[config.mk]
export PLATFORM = sky130hd
export DESIGN_NAME = spec_tag_tracker
export DESIGN_NICKNAME = d
export VERILOG_FILES = /design/src/rtl/spec_tag_pkg.sv /design/src/rtl/spec_tag_array.sv /design/src/rtl/spec_txn_ctrl.sv /design/src/rtl/spec_tag_tracker.sv
export SDC_FILE = /design/constraint.sdc
export NUM_CORES = 1
export LEC_CHECK = 0
export BUFFER_PORTS_ARGS = -buffer_cell sky130_fd_sc_hd__buf_2
export CORE_ASPECT_RATIO = 1.2
export CORE_MARGIN = 2
export CORE_UTILIZATION = 45
export DETAILED_ROUTE_END_ITERATION = 12
export PLACE_DENSITY_LB_ADDON = 0.3
export SKIP_CTS_REPAIR_TIMING = 1
export SYNTH_ARGS = -nofsm -noshare
export SYNTH_HDL_FRONTEND = slang
export SYNTH_HIERARCHICAL = 1
export SYNTH_SLANG_ARGS = --single-unit
[constraint.sdc]
create_clock -name clk -period 3.3 [get_ports clk]
set_clock_uncertainty 0.2 [all_clocks]
set_input_delay 0.66 -clock clk [delete_from_list [all_inputs] [get_ports clk]]
set_output_delay 0.66 -clock clk [all_outputs]
set_load 0.01 [all_outputs]
[src/rtl/spec_tag_pkg.sv]
package spec_tag_pkg;
  typedef enum logic [0:0] {
    TXN_IDLE = 1'b0,
    TXN_RUN  = 1'b1
  } txn_state_e;
endpackage

[src/rtl/spec_tag_array.sv]
module spec_tag_array #(
  parameter int NUM_LINES = 64,
  parameter int IDX_W     = $clog2(NUM_LINES)
) (
  input  logic                 clk,
  input  logic                 rst_n,
  input  logic                 clr_all,
  input  logic                 set_en,
  input  logic                 set_wr,
  input  logic [IDX_W-1:0]     set_idx,
  input  logic [IDX_W-1:0]     probe_idx,
  output logic                 probe_tagged,
  output logic [NUM_LINES-1:0] wr_vec
);
  logic [NUM_LINES-1:0] rd_q;
  logic [NUM_LINES-1:0] wr_q;

  for (genvar g = 0; g < NUM_LINES; g++) begin : g_line
    always_ff @(posedge clk) begin
      if (!rst_n || clr_all) begin
        rd_q[g] <= 1'b0;
        wr_q[g] <= 1'b0;
      end else if (set_en && set_idx == IDX_W'(g)) begin
        if (set_wr) wr_q[g] <= 1'b1;
        else        rd_q[g] <= 1'b1;
      end
    end
  end

  assign probe_tagged = rd_q[probe_idx] | wr_q[probe_idx];
  assign wr_vec       = wr_q;
endmodule

[src/rtl/spec_txn_ctrl.sv]
module spec_txn_ctrl
  import spec_tag_pkg::*;
#(
  parameter int NUM_LINES = 64
) (
  input  logic                 clk,
  input  logic                 rst_n,
  input  logic                 spec_cmd,
  input  logic                 commit_cmd,
  input  logic                 abort_cmd,
  input  logic                 clear_cmd,
  input  logic                 acc_valid,
  input  logic                 acc_hit,
  input  logic                 evict_valid,
  input  logic                 probe_tagged,
  input  logic [NUM_LINES-1:0] wr_vec,
  output logic                 clr_all,
  output logic                 set_en,
  output logic                 txn_active,
  output logic                 abort_flag,
  output logic                 commit_done,
  output logic                 drop_valid,
  output logic [NUM_LINES-1:0] drop_mask
);
  txn_state_e state_q;
  logic running, abort_now, commit_now, start_now;

  always_comb begin
    running    = (state_q == TXN_RUN);
    abort_now  = running && (abort_cmd || (evict_valid && probe_tagged));
    commit_now = running && commit_cmd && !abort_now;
    start_now  = !running && spec_cmd;
    clr_all    = abort_now || commit_now;
    set_en     = running && !clr_all && acc_valid && acc_hit;
  end

  always_ff @(posedge clk) begin
    if (!rst_n) begin
      state_q     <= TXN_IDLE;
      abort_flag  <= 1'b0;
      commit_done <= 1'b0;
      drop_valid  <= 1'b0;
      drop_mask   <= '0;
    end else begin
      if (clr_all)        state_q <= TXN_IDLE;
      else if (start_now) state_q <= TXN_RUN;

      if (abort_now)                              abort_flag <= 1'b1;
      else if (start_now || (!running && clear_cmd)) abort_flag <= 1'b0;

      commit_done <= commit_now;
      drop_valid  <= abort_now;
      drop_mask   <= abort_now ? wr_vec : '0;
    end
  end

  assign txn_active = running;
endmodule

[src/rtl/spec_tag_tracker.sv]
module spec_tag_tracker #(
  parameter int NUM_LINES = 64,
  localparam int IDX_W    = $clog2(NUM_LINES)
) (
  input  logic                 clk,
  input  logic                 rst_n,
  input  logic                 spec_cmd,
  input  logic                 commit_cmd,
  input  logic                 abort_cmd,
  input  logic                 clear_cmd,
  input  logic                 acc_valid,
  input  logic [IDX_W-1:0]     acc_idx,
  input  logic                 acc_write,
  input  logic                 acc_hit,
  input  logic                 evict_valid,
  input  logic [IDX_W-1:0]     evict_idx,
  output logic                 txn_active,
  output logic                 abort_flag,
  output logic                 commit_done,
  output logic                 drop_valid,
  output logic [NUM_LINES-1:0] drop_mask
);
  logic                 clr_all, set_en, probe_tagged;
  logic [NUM_LINES-1:0] wr_vec;

  spec_tag_array #(.NUM_LINES(NUM_LINES), .IDX_W(IDX_W)) tags_i (
    .clk(clk), .rst_n(rst_n), .clr_all(clr_all), .set_en(set_en),
    .set_wr(acc_write), .set_idx(acc_idx), .probe_idx(evict_idx),
    .probe_tagged(probe_tagged), .wr_vec(wr_vec)
  );

  spec_txn_ctrl #(.NUM_LINES(NUM_LINES)) ctrl_i (
    .clk(clk), .rst_n(rst_n), .spec_cmd(spec_cmd), .commit_cmd(commit_cmd),
    .abort_cmd(abort_cmd), .clear_cmd(clear_cmd), .acc_valid(acc_valid),
    .acc_hit(acc_hit), .evict_valid(evict_valid), .probe_tagged(probe_tagged),
    .wr_vec(wr_vec), .clr_all(clr_all), .set_en(set_en),
    .txn_active(txn_active), .abort_flag(abort_flag),
    .commit_done(commit_done), .drop_valid(drop_valid), .drop_mask(drop_mask)
  );
endmodule

Yosys cells after proc, flatten, opt, wreduce, memory -nomap -nowiden. Index checks and enable logic that the tools add are counted.

Memories kept: 0. Memory bits (read-only): 0. Bits in latches: 0. Memory bits (writable): 0. Bits in registers: 196.

$mul: 0. Magnitude comparators: 1. Bitwise operators: 3. Muxes and demuxes: 6. Add/subtract/negate cells: 0. Reduce and logical (&&, ||, !) cells: 213. Shift operators: 0. Eq/ne operators: 63. Divide/modulo/power cells: 0.

Operators with widths (number): $reduce_and A2 Y1 (129); $eq A6 B6 Y1 const B (32); $eq A6 B5 Y1 const B (16); $logic_and A1 B1 Y1 (73); $eq A6 B4 Y1 const B (8); $eq A6 B3 Y1 const B (4); $bmux W1 S6 (2); $eq A6 B2 Y1 const B (2); $lt A6 B7 Y1 const B (1); $eq A6 B1 Y1 const B (1); $logic_not A6 Y1 (1); $logic_not A1 Y1 (4); $logic_or A1 B1 Y1 (4); $mux W1 (4); $not A1 Y1 (2); $reduce_bool A2 Y1 (1); $reduce_or A2 Y1 (1); $or A1 B1 Y1 (1).

Logic depth before layout (Yosys ltp).
Depth after elaboration: 15. Gate-level depth with buffers: 15. Depth with buffers taken out: 12.

By module. Netlist, hierarchy kept.

Modules (own cells, without submodules): spec_tag_array (instances 1, seq. area each 2562.5 um2, area an instance 4880.9 um2, cells an instance 570); spec_txn_ctrl (instances 1, seq. area each 1361.3 um2, area an instance 2223.4 um2, cells an instance 159).

Worst setup path after synthesis. No wires, ideal clock.

Kind: input to register. Start point: input evict_idx[1]. End point: register tags_i.wr_q[1] (netlist: tags_i/wr_vec[1]). Buffers on the path: 3. Setup time: 0.065 ns. Data required time: 3.035 ns. Stages: 15. Slack: -0.097 ns. Arrival: 3.132 ns. Cells stage by stage: buf_4 > buf_6 > nand2_1 > a211oi_1 > o41ai_1 > o21ai_0 > o211ai_1 > o31ai_1 > a211o_1 > a21oi_1 > nand2_1 > nor3_1 > buf_2 > a21oi_1 > nor2_1.

Word-level cells in the longest chain between the ends: 15. Elaborated cells on any way between the ends: 18. Those cells by class: mux (4); bitwise (1); reduce/logical (13).

RTL lines: start, declared (line spec_tag_tracker.sv:16) `input logic [IDX_W-1:0] evict_idx,`; $bmux W1 S6 (line spec_tag_array.sv:30) `assign probe_tagged = rd_q[probe_idx] | wr_q[probe_idx];`; $mux W1 (implied by the code) (line spec_tag_array.sv:30); $or A1 B1 Y1 (*) (line spec_tag_array.sv:30); named net probe_tagged (line spec_tag_tracker.sv:23) `logic clr_all, set_en, probe_tagged;`; $logic_and A1 B1 Y1 (*) (line spec_txn_ctrl.sv:30) `abort_now = running && (abort_cmd || (evict_valid && probe_tagged));`; $logic_or A1 B1 Y1 (*) (line spec_txn_ctrl.sv:30); $logic_and A1 B1 Y1 (*) (line spec_txn_ctrl.sv:30); $logic_not A1 Y1 (line spec_txn_ctrl.sv:31) `commit_now = running && commit_cmd && !abort_now;`; $logic_and A1 B1 Y1 (line spec_txn_ctrl.sv:31); $logic_or A1 B1 Y1 (*) (line spec_txn_ctrl.sv:33) `clr_all = abort_now || commit_now;`; $logic_not A1 Y1 (*) (line spec_txn_ctrl.sv:34) `set_en = running && !clr_all && acc_valid && acc_hit;`; $logic_and A1 B1 Y1 (*) (3 in series) (line spec_txn_ctrl.sv:34); named net set_en (line spec_tag_tracker.sv:23); $logic_and A1 B1 Y1 (*) (line spec_tag_array.sv:23) `end else if (set_en && set_idx == IDX_W'(g)) begin`; $reduce_and A2 Y1 (no line) (*); end signal, assigned by index (line spec_tag_array.sv:22) `wr_q[g] <= 1'b0;`; end signal, assigned by index (line spec_tag_array.sv:24) `if (set_wr) wr_q[g] <= 1'b1;`; end, declared (line spec_tag_array.sv:16) `logic [NUM_LINES-1:0] wr_q;`.

The timed path passes the listed nets; every way through them passes the cells marked *. The select of a mux whose other input is x is not followed. A chain may end at the register's enable or synchronous reset.

Worst setup path in the final report.
Start point: input evict_idx[1]. End point: register tags_i.wr_q[32] (netlist: tags_i/wr_vec[32]).

The elaborated chain is that of the path after synthesis.

==> reports/results.txt <==
TritonCTS clock tree -> yes
Finished Core Util -> 0.553
routed len/inst -> 17.6 µm
Post-Place Cells -> 1014
num rows -> 50
CP cell instances -> buf_2 -> buf_4 -> nand2b_1 -> a211oi_1 -> nor4_1 -> buf_4 -> o21ai_0 -> o211ai_1 -> o31ai_1 -> a211o_1 -> a21oi_2 -> nand2_2 -> nor2_1 -> buf_6 -> a21oi_1 -> nor2_1
Clock H-tree levels -> 4
IO Pins -> 90
First DRT Iteration DRCs -> 495
pwr dens -> 556 nW/µm²
final non-filler cell total -> 1048
starting density of the core -> 0.458
sequential area share after synthesis -> 0.552
Pleak -> 3.20 nW
vias in the first global route -> 5371
Distinct cells, synth -> 40
largest net degree at the start of global routing -> 57
DIE AREA -> 16800 µm²
Area contributors post-synth -> dfxtp_1 55%, a21oi_1 9.9%, nor2_1 8.6%, nor3b_2 6.7%, nor3b_1 2.9%
Final ANT Viol Nets -> 0
first-pass GRT wire length -> 28.7 mm
Slew headroom -> 0.511
core area -> 15500 µm²
Place WS -> -0.366 ns
Syn-to-layout area delta -> 20.8%
Post-Syn Area -> 7100 µm²
CTS clk-pin slew, worst paths -> 0.07 ns
Synth warnings -> 6
CTS Buf Count -> 17
delay-heaviest family, CP -> compound AO/OA/AOI/OAI gates
Residual DRC -> 0
min cycle time layout -> 3.12 ns
GRT Util Overall -> 0.222
worst endpoint required time -> 3.47 ns
RSZ-0062 raised after global routing -> true
post-DR vias/cell -> 5.39
CTS Buffer Depth -> 2
nets@finish -> 850
setup TNS -> 0 ns
startpoint types -> input pin
Fmax -> 0.321 GHz
Post-DP HPWL -> 11.9 mm
WP buf/inv -> 4
layout cells sized above 1 -> 0.275
# setup viols final -> 0
Pre-Repair DR Iteration Count -> 5
Slew @ Worst Pin -> 0.728 ns
Die W -> 119 µm
Synth Instances -> 729
PortBufs -> 89
Sequential cell area -> 3920 µm²
Fin. Hold Viols -> 0
most common cell in the synthesized netlist -> dfxtp_1
clk root buf -> clkbuf_16
Post-Route WL -> 18.4 mm
Final Max Slew Viols -> 0
Slowest Stage Delay on Critical Path -> 0.30 ns
RD Place Congestion -> 0.850
largest area contributor in the netlist -> dfxtp_1
Tot Pwr -> 0.00477 W
grt ovf -> 0
Setup CP Type -> input pin to flip-flop
max cap viols -> 0
Avg Cell Area, Syn -> 9.75 µm²
final setup margin -> 0.182 ns
Synth top cells by count -> 196 x dfxtp_1, 163 x nor2_1, 141 x a21oi_1
crit path capture type -> flip-flop
clock sink count -> 196
vias -> 5644
status -> finished clean
VDD IR max -> 400 µV
Ant. Diodes -> 0
Worst-Skew Late Latency -> 0.44 ns
synthesis-stage register bit count -> 196
Max Fanout on Critical Path -> 16
area occupied by multi-input gates -> 2980 µm²
Die Ht -> 142 µm
Syn Nets -> 751
slowest CP cell -> a211o_1
initial antenna violation count -> 0
ys flop type -> dfxtp_1
asr flop ratio synth -> 0
number of flops mapped to enable cells by yosys -> 0
Hold Crit Class -> flip-flop to flip-flop
Fillers -> 1416
share of Yosys cell area claimed by the top area cell type -> 0.552
Final Cycle Share -> 0.945
arrival time worst endpoint -> 3.29 ns
[flip-flops by register name (all words and copies together), names as in the netlist]
| register | cells |
|---|---|
| ctrl_i/abort_flag | 1 |
| ctrl_i/commit_done | 1 |
| ctrl_i/drop_mask | 64 |
| ctrl_i/drop_valid | 1 |
| ctrl_i/txn_active | 1 |
| tags_i/rd_q | 64 |
| tags_i/wr_vec | 64 |
[stage by stage]
step | hold slack, ns | cell area (µm²)
after global routing | 0.293 | 8580
after detailed placement | 0.256 | 7890
after global placement | 0.246 | 7890
after floorplan | 0.233 | 7120
after CTS | 0.269 | 8490
final | 0.270 | 8580
[report_power, final]
part           internal [W]  switching [W]
registers           0.00237     0.00000459
logic             0.0000881       0.000206
clock network       0.00121       0.000895
total               0.00367        0.00111
[area by class of cell]
cell class	instances	area share
Clock buffer	19	0.0516
Clock inverter	12	0.0181
Inverter	1	0.000438
Multi-Input combinational cell	486	0.348
Sequential cell	196	0.457
Tap cell	208	0.0303
Timing Repair Buffer	126	0.0945
[tightest hold or removal path, cell delays in order (launching register included)]
cell	delay [ns]
dfxtp_1	0.33
a21oi_1	0.04
nor2_1	0.07
[logic make-up after synthesis]
group           after synthesis  share of synthesized area
compound gates              184                      0.148
buf+inv                      47                     0.0372
simple gates                302                      0.262
flops                       196                      0.552
[cells in the final DEF, fill, tap and decap left out, types with 3 or more instances in the layout]
| master | Yosys | layout |
|---|---|---|
| buf_12 | 0 | 5 |
| buf_4 | 6 | 25 |
| nor2_4 | 9 | 11 |
| nand2b_1 | 7 | 5 |
| a21oi_1 | 141 | 140 |
| buf_2 | 10 | 88 |
| nor3_4 | 6 | 7 |
| clkinv_2 | 0 | 3 |
| nor3b_2 | 38 | 38 |
| nor3b_1 | 27 | 27 |
| nor2_1 | 163 | 160 |
| nand2b_4 | 4 | 5 |
| buf_6 | 7 | 6 |
| a211oi_1 | 18 | 18 |
| o32ai_1 | 4 | 4 |
| dfxtp_1 | 196 | 196 |
| clkbuf_16 | 0 | 17 |
| nand2_1 | 5 | 4 |
| bufinv_16 | 0 | 3 |
| nor3_1 | 33 | 31 |
[worst paths after layout]
| check | from | to | slack (ns) | cells after the start |
|---|---|---|---|---|
| max | evict_idx[1] | tags_i/wr_vec[32]$_SDFFE_PP0P_ | 0.18 | 16 |
| min | tags_i/rd_q[60]$_SDFFE_PP0P_ | tags_i/rd_q[60]$_SDFFE_PP0P_ | 0.27 | 2 |
| max reg2reg | tags_i/wr_vec[16]$_SDFFE_PP0P_ | tags_i/wr_vec[32]$_SDFFE_PP0P_ | 0.35 | 14 |
| min reg2reg | tags_i/rd_q[60]$_SDFFE_PP0P_ | tags_i/rd_q[60]$_SDFFE_PP0P_ | 0.27 | 2 |
[metal layers]
layer / GRT usage / up-vias / wire length (µm)
met3: 0.0422 / 37 / 1070
met1: 0.284 / 2662 / 8000
met5: 0 / - / 0
li1: - / 2739 / -
met4: 0.115 / 0 / 597
met2: 0.359 / 206 / 8770
No activity file was read; power rests on OpenSTA's default activity.
